`src/rtl/lsq_pkg.sv`:
```
// Shared types for the memory ordering queues.
// Assumes operation codes are fixed by the dispatch interface.
package lsq_pkg;
    typedef enum logic [2:0] {
        OP_LOAD  = 3'd0,
        OP_STORE = 3'd1,
        OP_LBAR  = 3'd2,
        OP_SBAR  = 3'd3,
        OP_FBAR  = 3'd4
    } mem_op_e;
endpackage

```
`src/rtl/lsq_entry_queue.sv`:
```
// One slot pool: holds valid, kind and age per slot, allocates the
// lowest free slot, frees plain entries on completion and barriers on
// the retire mask. Assumes alloc_en is only raised when has_free is set.
module lsq_entry_queue
    import lsq_pkg::*;
#(
    parameter int DEPTH = 4,
    parameter int IDX_W = 2,
    parameter int AGE_W = 5
) (
    input  logic             clk,
    input  logic             rst_n,
    input  logic             alloc_en,
    input  mem_op_e          alloc_kind,
    input  logic [AGE_W-1:0] alloc_age,
    input  logic             done_en,
    input  logic [IDX_W-1:0] done_idx,
    input  logic [DEPTH-1:0] retire_mask,
    output logic [DEPTH-1:0] ent_vld,
    output mem_op_e          ent_kind [DEPTH],
    output logic [AGE_W-1:0] ent_age  [DEPTH],
    output logic [IDX_W-1:0] free_idx,
    output logic             has_free
);
    // Lowest-numbered empty slot.
    always_comb begin
        free_idx = '0;
        has_free = 1'b0;
        for (int i = DEPTH - 1; i >= 0; i--) begin
            if (!ent_vld[i]) begin
                free_idx = IDX_W'(i);
                has_free = 1'b1;
            end
        end
    end

    for (genvar g = 0; g < DEPTH; g++) begin : g_slot
        // Slot state: fill on allocate, clear on barrier retire or completion.
        always_ff @(posedge clk) begin
            if (!rst_n) begin
                ent_vld[g]  <= 1'b0;
                ent_kind[g] <= OP_LOAD;
                ent_age[g]  <= '0;
            end else if (alloc_en && free_idx == IDX_W'(g)) begin
                ent_vld[g]  <= 1'b1;
                ent_kind[g] <= alloc_kind;
                ent_age[g]  <= alloc_age;
            end else if (retire_mask[g]) begin
                ent_vld[g]  <= 1'b0;
            end else if (done_en && done_idx == IDX_W'(g) &&
                         (ent_kind[g] == OP_LOAD || ent_kind[g] == OP_STORE)) begin
                ent_vld[g]  <= 1'b0;
            end
        end
    end

    // a completed plain entry is empty on the next cycle.
    p_done_frees_r10: assert property (@(posedge clk) disable iff (!rst_n)
        (done_en && int'(done_idx) < DEPTH && ent_vld[done_idx] &&
         (ent_kind[done_idx] == OP_LOAD || ent_kind[done_idx] == OP_STORE))
        |=> !ent_vld[$past(done_idx)]);

    // an allocation lands in the slot it advertised.
    p_alloc_lands_r12: assert property (@(posedge clk) disable iff (!rst_n)
        alloc_en |=> ent_vld[$past(free_idx)]);
endmodule

```
`src/rtl/lsq_order_logic.sv`:
```
// Pass/no-pass network: from both pools' valid, kind and age state it
// derives per-slot issue permission and barrier retirement.
// Assumes fewer than 2**(AGE_W-1) live entries so wrapped ages compare.
module lsq_order_logic
    import lsq_pkg::*;
#(
    parameter int LQ_DEPTH = 4,
    parameter int SQ_DEPTH = 4,
    parameter int AGE_W    = 5
) (
    input  logic                clk,
    input  logic                rst_n,
    input  logic                cfg_no_alias,
    input  logic [LQ_DEPTH-1:0] lq_vld,
    input  mem_op_e             lq_kind [LQ_DEPTH],
    input  logic [AGE_W-1:0]    lq_age  [LQ_DEPTH],
    input  logic [SQ_DEPTH-1:0] sq_vld,
    input  mem_op_e             sq_kind [SQ_DEPTH],
    input  logic [AGE_W-1:0]    sq_age  [SQ_DEPTH],
    output logic [LQ_DEPTH-1:0] lq_ok,
    output logic [SQ_DEPTH-1:0] sq_ok,
    output logic [LQ_DEPTH-1:0] lq_ret,
    output logic [SQ_DEPTH-1:0] sq_ret
);
    // True when age a was handed out before age b.
    function automatic logic older(input logic [AGE_W-1:0] a, input logic [AGE_W-1:0] b);
        logic [AGE_W-1:0] d;
        d = a - b;
        return d[AGE_W-1];
    endfunction

    // Load-pool slots: load permission and load-barrier retirement.
    always_comb begin
        for (int i = 0; i < LQ_DEPTH; i++) begin
            logic any_older;
            logic blk;
            any_older = 1'b0;
            blk       = 1'b0;
            for (int j = 0; j < LQ_DEPTH; j++) begin
                if (j != i && lq_vld[j] && older(lq_age[j], lq_age[i])) begin
                    any_older = 1'b1;
                    if (lq_kind[j] == OP_LBAR) blk = 1'b1;
                end
            end
            for (int j = 0; j < SQ_DEPTH; j++) begin
                if (sq_vld[j] && older(sq_age[j], lq_age[i])) begin
                    any_older = 1'b1;
                    if (sq_kind[j] == OP_FBAR) blk = 1'b1;
                    if (sq_kind[j] == OP_STORE && !cfg_no_alias) blk = 1'b1;
                end
            end
            lq_ok[i]  = lq_vld[i] && lq_kind[i] == OP_LOAD && !blk;
            lq_ret[i] = lq_vld[i] && lq_kind[i] == OP_LBAR && !any_older;
        end
    end

    // Store-pool slots: store permission and store/full-barrier retirement.
    always_comb begin
        for (int i = 0; i < SQ_DEPTH; i++) begin
            logic any_older;
            any_older = 1'b0;
            for (int j = 0; j < SQ_DEPTH; j++)
                if (j != i && sq_vld[j] && older(sq_age[j], sq_age[i])) any_older = 1'b1;
            for (int j = 0; j < LQ_DEPTH; j++)
                if (lq_vld[j] && older(lq_age[j], sq_age[i])) any_older = 1'b1;
            sq_ok[i]  = sq_vld[i] && sq_kind[i] == OP_STORE && !any_older;
            sq_ret[i] = sq_vld[i] && (sq_kind[i] == OP_SBAR || sq_kind[i] == OP_FBAR) && !any_older;
        end
    end

    // stores leave strictly in order, so at most one may hold permission.
    p_single_store_r2: assert property (@(posedge clk) disable iff (!rst_n)
        $countones(sq_ok) <= 1);

    // only the single oldest entry can be a retiring barrier.
    p_single_retire_r9: assert property (@(posedge clk) disable iff (!rst_n)
        ($countones(lq_ret) + $countones(sq_ret)) <= 1);

    // a retiring barrier coexists with no permitted store.
    p_retire_blocks_store_r9: assert property (@(posedge clk) disable iff (!rst_n)
        (|sq_ret || |lq_ret) |-> sq_ok == '0);
endmodule

```
`src/rtl/lsq_order_unit.sv`:
```
// Top: routes dispatch into the load or store pool with a global age
// tag, and exposes per-slot issue permission from the ordering network.
// Assumes one dispatch per cycle and completion only for issued slots.
module lsq_order_unit
    import lsq_pkg::*;
#(
    parameter int LQ_DEPTH = 4,
    parameter int SQ_DEPTH = 4,
    localparam int MAX_D   = (LQ_DEPTH > SQ_DEPTH) ? LQ_DEPTH : SQ_DEPTH,
    localparam int IDX_W   = (MAX_D > 1) ? $clog2(MAX_D) : 1,
    localparam int AGE_W   = $clog2(LQ_DEPTH + SQ_DEPTH) + 2
) (
    input  logic                clk,
    input  logic                rst_n,
    input  logic                cfg_no_alias,
    input  logic                disp_valid,
    input  logic [2:0]          disp_kind,
    output logic [IDX_W-1:0]    disp_slot,
    output logic                lq_ready,
    output logic                sq_ready,
    input  logic                ld_done_valid,
    input  logic [IDX_W-1:0]    ld_done_idx,
    input  logic                st_done_valid,
    input  logic [IDX_W-1:0]    st_done_idx,
    output logic [LQ_DEPTH-1:0] lq_issue_ok,
    output logic [SQ_DEPTH-1:0] sq_issue_ok
);
    mem_op_e             kind;
    logic                to_lq, to_sq, acc_lq, acc_sq;
    logic [AGE_W-1:0]    age_ctr;
    logic [LQ_DEPTH-1:0] lq_vld, lq_ret;
    logic [SQ_DEPTH-1:0] sq_vld, sq_ret;
    mem_op_e             lq_kind [LQ_DEPTH];
    mem_op_e             sq_kind [SQ_DEPTH];
    logic [AGE_W-1:0]    lq_age  [LQ_DEPTH];
    logic [AGE_W-1:0]    sq_age  [SQ_DEPTH];
    logic [IDX_W-1:0]    lq_free, sq_free;

    // Decode the target pool; unknown codes target neither.
    always_comb begin
        kind   = mem_op_e'(disp_kind);
        to_lq  = kind == OP_LOAD || kind == OP_LBAR;
        to_sq  = kind == OP_STORE || kind == OP_SBAR || kind == OP_FBAR;
        acc_lq = disp_valid && to_lq && lq_ready;
        acc_sq = disp_valid && to_sq && sq_ready;
        disp_slot = to_lq ? lq_free : sq_free;
    end

    // Global age tag, advanced once per accepted dispatch.
    always_ff @(posedge clk) begin
        if (!rst_n)                age_ctr <= '0;
        else if (acc_lq || acc_sq) age_ctr <= age_ctr + 1'b1;
    end

    lsq_entry_queue #(.DEPTH(LQ_DEPTH), .IDX_W(IDX_W), .AGE_W(AGE_W)) u_lq (
        .clk(clk), .rst_n(rst_n),
        .alloc_en(acc_lq), .alloc_kind(kind), .alloc_age(age_ctr),
        .done_en(ld_done_valid), .done_idx(ld_done_idx), .retire_mask(lq_ret),
        .ent_vld(lq_vld), .ent_kind(lq_kind), .ent_age(lq_age),
        .free_idx(lq_free), .has_free(lq_ready)
    );

    lsq_entry_queue #(.DEPTH(SQ_DEPTH), .IDX_W(IDX_W), .AGE_W(AGE_W)) u_sq (
        .clk(clk), .rst_n(rst_n),
        .alloc_en(acc_sq), .alloc_kind(kind), .alloc_age(age_ctr),
        .done_en(st_done_valid), .done_idx(st_done_idx), .retire_mask(sq_ret),
        .ent_vld(sq_vld), .ent_kind(sq_kind), .ent_age(sq_age),
        .free_idx(sq_free), .has_free(sq_ready)
    );

    lsq_order_logic #(.LQ_DEPTH(LQ_DEPTH), .SQ_DEPTH(SQ_DEPTH), .AGE_W(AGE_W)) u_ord (
        .clk(clk), .rst_n(rst_n), .cfg_no_alias(cfg_no_alias),
        .lq_vld(lq_vld), .lq_kind(lq_kind), .lq_age(lq_age),
        .sq_vld(sq_vld), .sq_kind(sq_kind), .sq_age(sq_age),
        .lq_ok(lq_issue_ok), .sq_ok(sq_issue_ok),
        .lq_ret(lq_ret), .sq_ret(sq_ret)
    );

    // a dispatch to a full load pool leaves the load pool unchanged.
    p_full_drop_r1: assert property (@(posedge clk) disable iff (!rst_n)
        (disp_valid && to_lq && !lq_ready && !ld_done_valid && lq_ret == '0)
        |=> $stable(lq_vld));
endmodule

```
`config.mk`:
```
export PLATFORM = sky130hd
export DESIGN_NAME = lsq_order_unit
export DESIGN_NICKNAME = d
export VERILOG_FILES = /design/src/rtl/lsq_pkg.sv /design/src/rtl/lsq_entry_queue.sv /design/src/rtl/lsq_order_logic.sv /design/src/rtl/lsq_order_unit.sv
export SDC_FILE = /design/constraint.sdc
export NUM_CORES = 1
export LEC_CHECK = 0
export ABC_AREA = 1
export BUFFER_PORTS_ARGS = -buffer_cell sky130_fd_sc_hd__clkbuf_2
export CORE_ASPECT_RATIO = 0.75
export CORE_MARGIN = 2
export CORE_UTILIZATION = 65
export DETAILED_ROUTE_END_ITERATION = 8
export PLACE_DENSITY_LB_ADDON = 0.12
export SYNTH_ARGS = -nofsm -noshare
export SYNTH_HDL_FRONTEND = slang
export SYNTH_HIERARCHICAL = 1
export SYNTH_SLANG_ARGS = --single-unit
```
`constraint.sdc`:
```
create_clock -name clk -period 2.69 [get_ports clk]
set_clock_uncertainty 0.2 [all_clocks]
set_input_delay 0 -clock clk [delete_from_list [all_inputs] [get_ports clk]]
set_output_delay 0 -clock clk [all_outputs]
set_load 0.005 [all_outputs]
```
# After elaboration in Yosys (flattened, before gate mapping)
# Cells that the tools add are included.
[op_classes]
addsub = 57
n_mul = 0
div = 0
n_lt_le_gt_ge = 0
n_eq_ne = 36
n_shift = 0
muxes = 167
n_bitwise = 0
reduce_logical = 170
[ops]
columns = ["cell", "count"]
rows = [
  ["$sub A5 B5 Y5", 56],
  ["$mux W1", 158],
  ["$logic_and A1 B1 Y1", 120],
  ["$eq A3 B2 Y1 const B", 10],
  ["$eq A3 B1 Y1 const B", 9],
  ["$logic_not A3 Y1", 9],
  ["$reduce_bool A3 Y1", 8],
  ["$mux W2", 9],
  ["$eq A2 B2 Y1 const B", 8],
  ["$logic_or A1 B1 Y1", 16],
  ["$eq A3 B3 Y1 const B", 5],
  ["$logic_not A1 Y1", 13],
  ["$eq A2 B1 Y1 const B", 4],
  ["$logic_not A2 Y1", 4],
  ["$add A5 B1 Y5 const B", 1],
]
[word_totals]
reg_bits = 77
latchBits = 0
mem_bits_rw = 0
romBits = 0
out_inout_bits = 12
elab_cells = 455
n_memories = 0

# Logic depth before layout (Yosys ltp)
[logic_depth]
ltp_word = 21
ltp_mapped = 16
ltp_nobuf = 15

# Hierarchy
# The synthesis kept the hierarchy.
[by_module_without_submodules]
columns = ["mod", "instances", "cells_each", "area_per_inst_um2", "seq_area_each_um2"]
rows = [
  ["lsq_order_logic", 1, 1039, 5944.5, 0.0],
  ["lsq_entry_queue (u_sq)", 1, 220, 1626.6, 720.7],
  ["lsq_entry_queue (u_lq)", 1, 210, 1512.7, 720.7],
  ["lsq_order_unit", 1, 50, 327.8, 100.1],
]

# Worst setup path before layout
# OpenSTA, ideal clock, no wires.
[synth_path]
path_kind = "register to register"
start = "register u_lq/ent_age[1] in the netlist's numbering"
end = "register u_sq.ent_vld[3]"
arrival_time_ns = 1.851
slack_ns = 0.524
path_stages_with_launch = 14
period_less_slack_ns = 2.166
path_cell_list = "dfxtp_1 > inv_1 > ha_1 > a21boi_0 > o21ai_0 > nand3_1 > nand2_1 > nor2_1 > nor2_1 > nand2_1 > nor2_1 > nor2_1 > a21oi_1 > nor2_1"
[synth_via]
elab_chain_cells = 7
word_cells_on_any_way = 8
cone_classes = "add/sub (1); mux (3); reduce/logical (4)"
[synth_rtl]
columns = ["element", "line", "source"]
rows = [
  ["start: declaration", "lsq_entry_queue.sv:21", "output logic [AGE_W-1:0] ent_age [DEPTH],"],
  ["start signal: indexed assignment", "lsq_entry_queue.sv:47", "ent_age[g] <= alloc_age;"],
  ["$sub A5 B5 Y5 (*)", "lsq_order_logic.sv:28", "d = a - b;"],
  ["$logic_and A1 B1 Y1 (*)", "lsq_order_logic.sv:65", "if (lq_vld[j] && older(lq_age[j], sq_age[i])) any_older = 1'b1;"],
  ["$mux W1 (*)", "lsq_order_logic.sv:65", ""],
  ["$logic_not A1 Y1 (*)", "lsq_order_logic.sv:67", "sq_ret[i] = sq_vld[i] && (sq_kind[i] == OP_SBAR || sq_kind[i] == OP_FBAR) && !any_older;"],
  ["$logic_and A1 B1 Y1 (*)", "lsq_order_logic.sv:67", ""],
  ["net sq_ret[3]", "lsq_order_unit.sv:32", "logic [SQ_DEPTH-1:0] sq_vld, sq_ret;"],
  ["$mux W1", "lsq_entry_queue.sv:48", "end else if (retire_mask[g]) begin"],
  ["$mux W1", "lsq_entry_queue.sv:44", "end else if (alloc_en && free_idx == IDX_W'(g)) begin"],
  ["end signal: indexed assignment", "lsq_entry_queue.sv:45", "ent_vld[g] <= 1'b1;"],
  ["end signal: indexed assignment", "lsq_entry_queue.sv:49", "ent_vld[g] <= 1'b0;"],
  ["end signal: indexed assignment", "lsq_entry_queue.sv:52", "ent_vld[g] <= 1'b0;"],
  ["end: declaration", "lsq_entry_queue.sv:19", "output logic [DEPTH-1:0] ent_vld,"],
]
# Mark *: on every way through the listed nets, which the timed path passes. The rest lies on a longest branch.
# A chain may end at the register's enable or synchronous reset.

# Worst setup path in the final report
[layout_path]
start = "register u_lq/ent_age[13] in the netlist's numbering"
end = "output port sq_issue_ok[1]"
[layout_via]
elab_chain_cells = 7
[layout_rtl]
columns = ["element", "line", "source"]
rows = [
  ["$sub A5 B5 Y5", "lsq_order_logic.sv:28", ""],
  ["$logic_and A1 B1 Y1", "lsq_order_logic.sv:65", ""],
  ["$mux W1 (3 in series)", "lsq_order_logic.sv:65", ""],
  ["$logic_not A1 Y1", "lsq_order_logic.sv:66", "sq_ok[i] = sq_vld[i] && sq_kind[i] == OP_STORE && !any_older;"],
  ["$logic_and A1 B1 Y1", "lsq_order_logic.sv:66", ""],
  ["end: declaration", "lsq_order_unit.sv:26", "output logic [SQ_DEPTH-1:0] sq_issue_ok"],
]
# Every way passes these cells.

==> impl_metrics.json <==
{
  "postPlaceCellArea_mm2": 0.00983,
  "power_density_mw_per_mm2": 325,
  "grt_pass1_wl_mm": 50.7,
  "crit_slowest_cell": "ha_1",
  "yosysSeqAreaShare": 0.164,
  "htree_levels": 3,
  "firstDrtPassIters": 6,
  "nets": 1763,
  "dp_cells": 1746,
  "min_period_over_period": 0.997,
  "worstPathMaxFanout": 6,
  "mappedNetlistNets": 1701,
  "routed_wl_mm": 33.7,
  "cts_buffers": 9,
  "yosysMostFrequentCell": "nand2_1",
  "tns_ns": 0,
  "crit_chain": "inv_1 > ha_1 > nand2_1 > inv_1 > nand2_1 > nand3_1 > nand3_1 > nand2_1 > nor2_1 > nand2_1 > nor2_1 > clkbuf_2",
  "vdd_drop_max_mv": 0.441,
  "syn-cell-area_mm2": 0.00941,
  "cts_tree": "built",
  "met1_usage": 0.591,
  "numClockSinks": 77,
  "dp_hpwl_mm": 25.1,
  "drtIter0Drc": 1335,
  "syn2layout_area_growth_pct": 10.8,
  "setup_violations": 0,
  "port-buffer-count": 24,
  "gr-usage-met2": 0.639,
  "synth_top_area_cell": "ha_1",
  "routed_via_density": 5.87,
  "grt_max_degree": 37,
  "root_buffer": "clkbuf_16",
  "avgSynthCellArea_um2": 6.20,
  "path_common_cell": "nand2_1",
  "drv_cap": 0,
  "path_class": "reg2out",
  "die_h_um": 108,
  "start_util": 0.658,
  "place_ws_ns": 0.0601,
  "synth_ff_type": "dfxtp_1",
  "die-area_mm2": 0.0155,
  "stdcell_area_mm2": 0.0104,
  "setup_slack_ns": 0.00728,
  "cts_buffer_depth": 2,
  "yosys_register_bits": 77,
  "fp-row-count": 38,
  "rsz0062_at_grt": "yes",
  "p_leak_nw": 5.34,
  "drive_gt1_frac": 0.0889,
  "synth_cell_types": 32,
  "max_stage_delay_ns": 0.34,
  "fmax_mhz": 373,
  "relSlewSlack": 0.392,
  "routabilityCongestion": 1.08,
  "power_mw": 3.39,
  "clkTransAtPathRegs_ns": 0.07,
  "status": "complete, no violations",
  "io_pins": 25,
  "antenna_left": 0,
  "start_kind": "flip-flop",
  "ys_top_cells_by_count": "435 x nand2_1, 215 x inv_1, 169 x ha_1, 166 x nand3_1, 132 x nor2_1",
  "met3_usage": 0.160,
  "grt_usage": 0.434,
  "synth-edff-count": 0,
  "end_kind": "primary output",
  "synthTopCellsByArea": "ha_1 22%, nand2_1 17%, dfxtp_1 16%, nand3_1 8.8%, inv_1 8.6%",
  "grt.busiest_layer": "met2",
  "grt_pass1_vias": 9232,
  "drv_slew": 0,
  "yosysTopAreaCellShare": 0.225,
  "drc": 0,
  "synthCells": 1519,
  "async_flop_share": 0,
  "wl_per_cell_um": 18.8,
  "die_x_um": 143,
  "insertion_delay_ns": 0.37,
  "critPathTopFamily": "simple AND/OR/NAND/NOR gates",
  "finalHoldViolCount": 0,
  "core_mm2": 0.0143,
  "hp-class": "reg2reg",
  "fin_crit_ns": 2.68,
  "whs_ns": 0.294,
  "final_cells": 1788,
  "worstPathArrival_ns": 2.48,
  "vias": 10498,
  "max_slew.worst_pin.slew_ns": 0.902,
  "required_ns": 2.49,
  "fin_util": 0.729,
  "path_buf_inv": 3,
  "antenna_found_initial": 2,
  "yosysWarnings": 6,
  "overflow": 0
}
-- state kept, by name, summed over array words and instances, names as in the netlist --
| name | flops |
|---|---|
| age_ctr | 5 |
| u_lq/ent_age | 20 |
| u_lq/ent_kind | 12 |
| u_lq/ent_vld | 4 |
| u_sq/ent_age | 20 |
| u_sq/ent_kind | 12 |
| u_sq/ent_vld | 4 |
-- metal layers --
layer | vias to the layer above | share of wire
li1 | 5001 | -
met1 | 4707 | 0.42
met2 | 695 | 0.40
met3 | 93 | 0.15
met4 | 2 | 0.026
met5 | - | 0.00039
-- area by class of cell --
class	count	area, um^2
Clock buffer	10	239
Tap cell	200	250
Antenna cell	2	5.00
Inverter	227	873
Clock inverter	6	78.8
Multi-Input combinational cell	1180	6780
Timing Repair Buffer	86	636
Fill cell	1263	3880
Sequential cell	77	1560
-- power breakdown --
part | internal (mW) | switching [mW] | leakage (nW)
clock network | 0.766 | 0.606 | 0.157
registers | 1.16 | 0.0596 | 0.629
logic | 0.258 | 0.538 | 4.56
total | 2.19 | 1.20 | 5.34
-- worst register-to-register path, stage by stage, from the launching register on --
cell      delay, ns
dfxtp_1        0.31
inv_1          0.22
ha_1           0.30
a21boi_0       0.12
o21ai_0        0.36
nand3_1        0.25
nand3_1        0.16
nand4_1        0.10
nor2_1         0.16
nor2_1         0.08
nand2_1        0.07
a21oi_1        0.05
-- cells by family (layout without fill, tap and decap cells) --
logic type,Yosys count,count (layout),synth area share
buffers and inverters,262,329,0.116
other,0,2,0
flip-flops,77,77,0.164
XOR/XNOR,29,29,0.0270
AO/OA/AOI/OAI,156,156,0.0868
adder cells (fa/ha/maj),169,169,0.225
AND/OR/NAND/NOR,826,826,0.382
-- placed cells by master, fill, tap and decap left out, types with 4 or more instances in the layout --
master | netlist | final
a21boi_0 | 4 | 4
a21oi_1 | 93 | 93
a21oi_2 | 4 | 4
buf_4 | 10 | 46
clkbuf_16 | 0 | 9
clkbuf_2 | 0 | 24
clkinvlp_4 | 0 | 5
dfxtp_1 | 77 | 68
dfxtp_2 | 0 | 5
dfxtp_4 | 0 | 4
dlygate4sd3_1 | 0 | 15
ha_1 | 169 | 169
inv_1 | 215 | 208
inv_2 | 10 | 12
nand2_1 | 435 | 435
nand2_2 | 6 | 6
nand3_1 | 166 | 166
nand3b_1 | 4 | 4
nand4_1 | 41 | 41
nor2_1 | 132 | 132
nor2_4 | 6 | 6
nor3_1 | 22 | 22
nor4_1 | 6 | 6
o21ai_0 | 46 | 45
o21ai_1 | 8 | 8
xnor2_1 | 23 | 23
xor2_1 | 6 | 6
-- final timing paths --
check | startpoint | endpoint | slack, ns | cells past startpoint
max | u_lq/ent_age[13]$_SDFFE_PN0P_ | sq_issue_ok[1] | 0.007 | 12
min reg2reg | u_lq/ent_kind[6]$_SDFFE_PN0P_ | u_lq/ent_kind[6]$_SDFFE_PN0P_ | 0.29 | 2
min | u_lq/ent_kind[6]$_SDFFE_PN0P_ | u_lq/ent_kind[6]$_SDFFE_PN0P_ | 0.29 | 2
max reg2reg | u_lq/ent_age[11]$_SDFFE_PN0P_ | u_lq/ent_vld[1]$_SDFFE_PN0P_ | 0.18 | 11
-- what timing repair did --
action | CTS | global route
buffers inserted | 0 | 9
endpoints found under the hold margin | 40 | 0
setup endpoints to repair | 4 | 5
hold buffers | 15 | 0
resized for setup | 5 | 17
cloned | 0 | 0
Power figures use the tool's default switching activity.
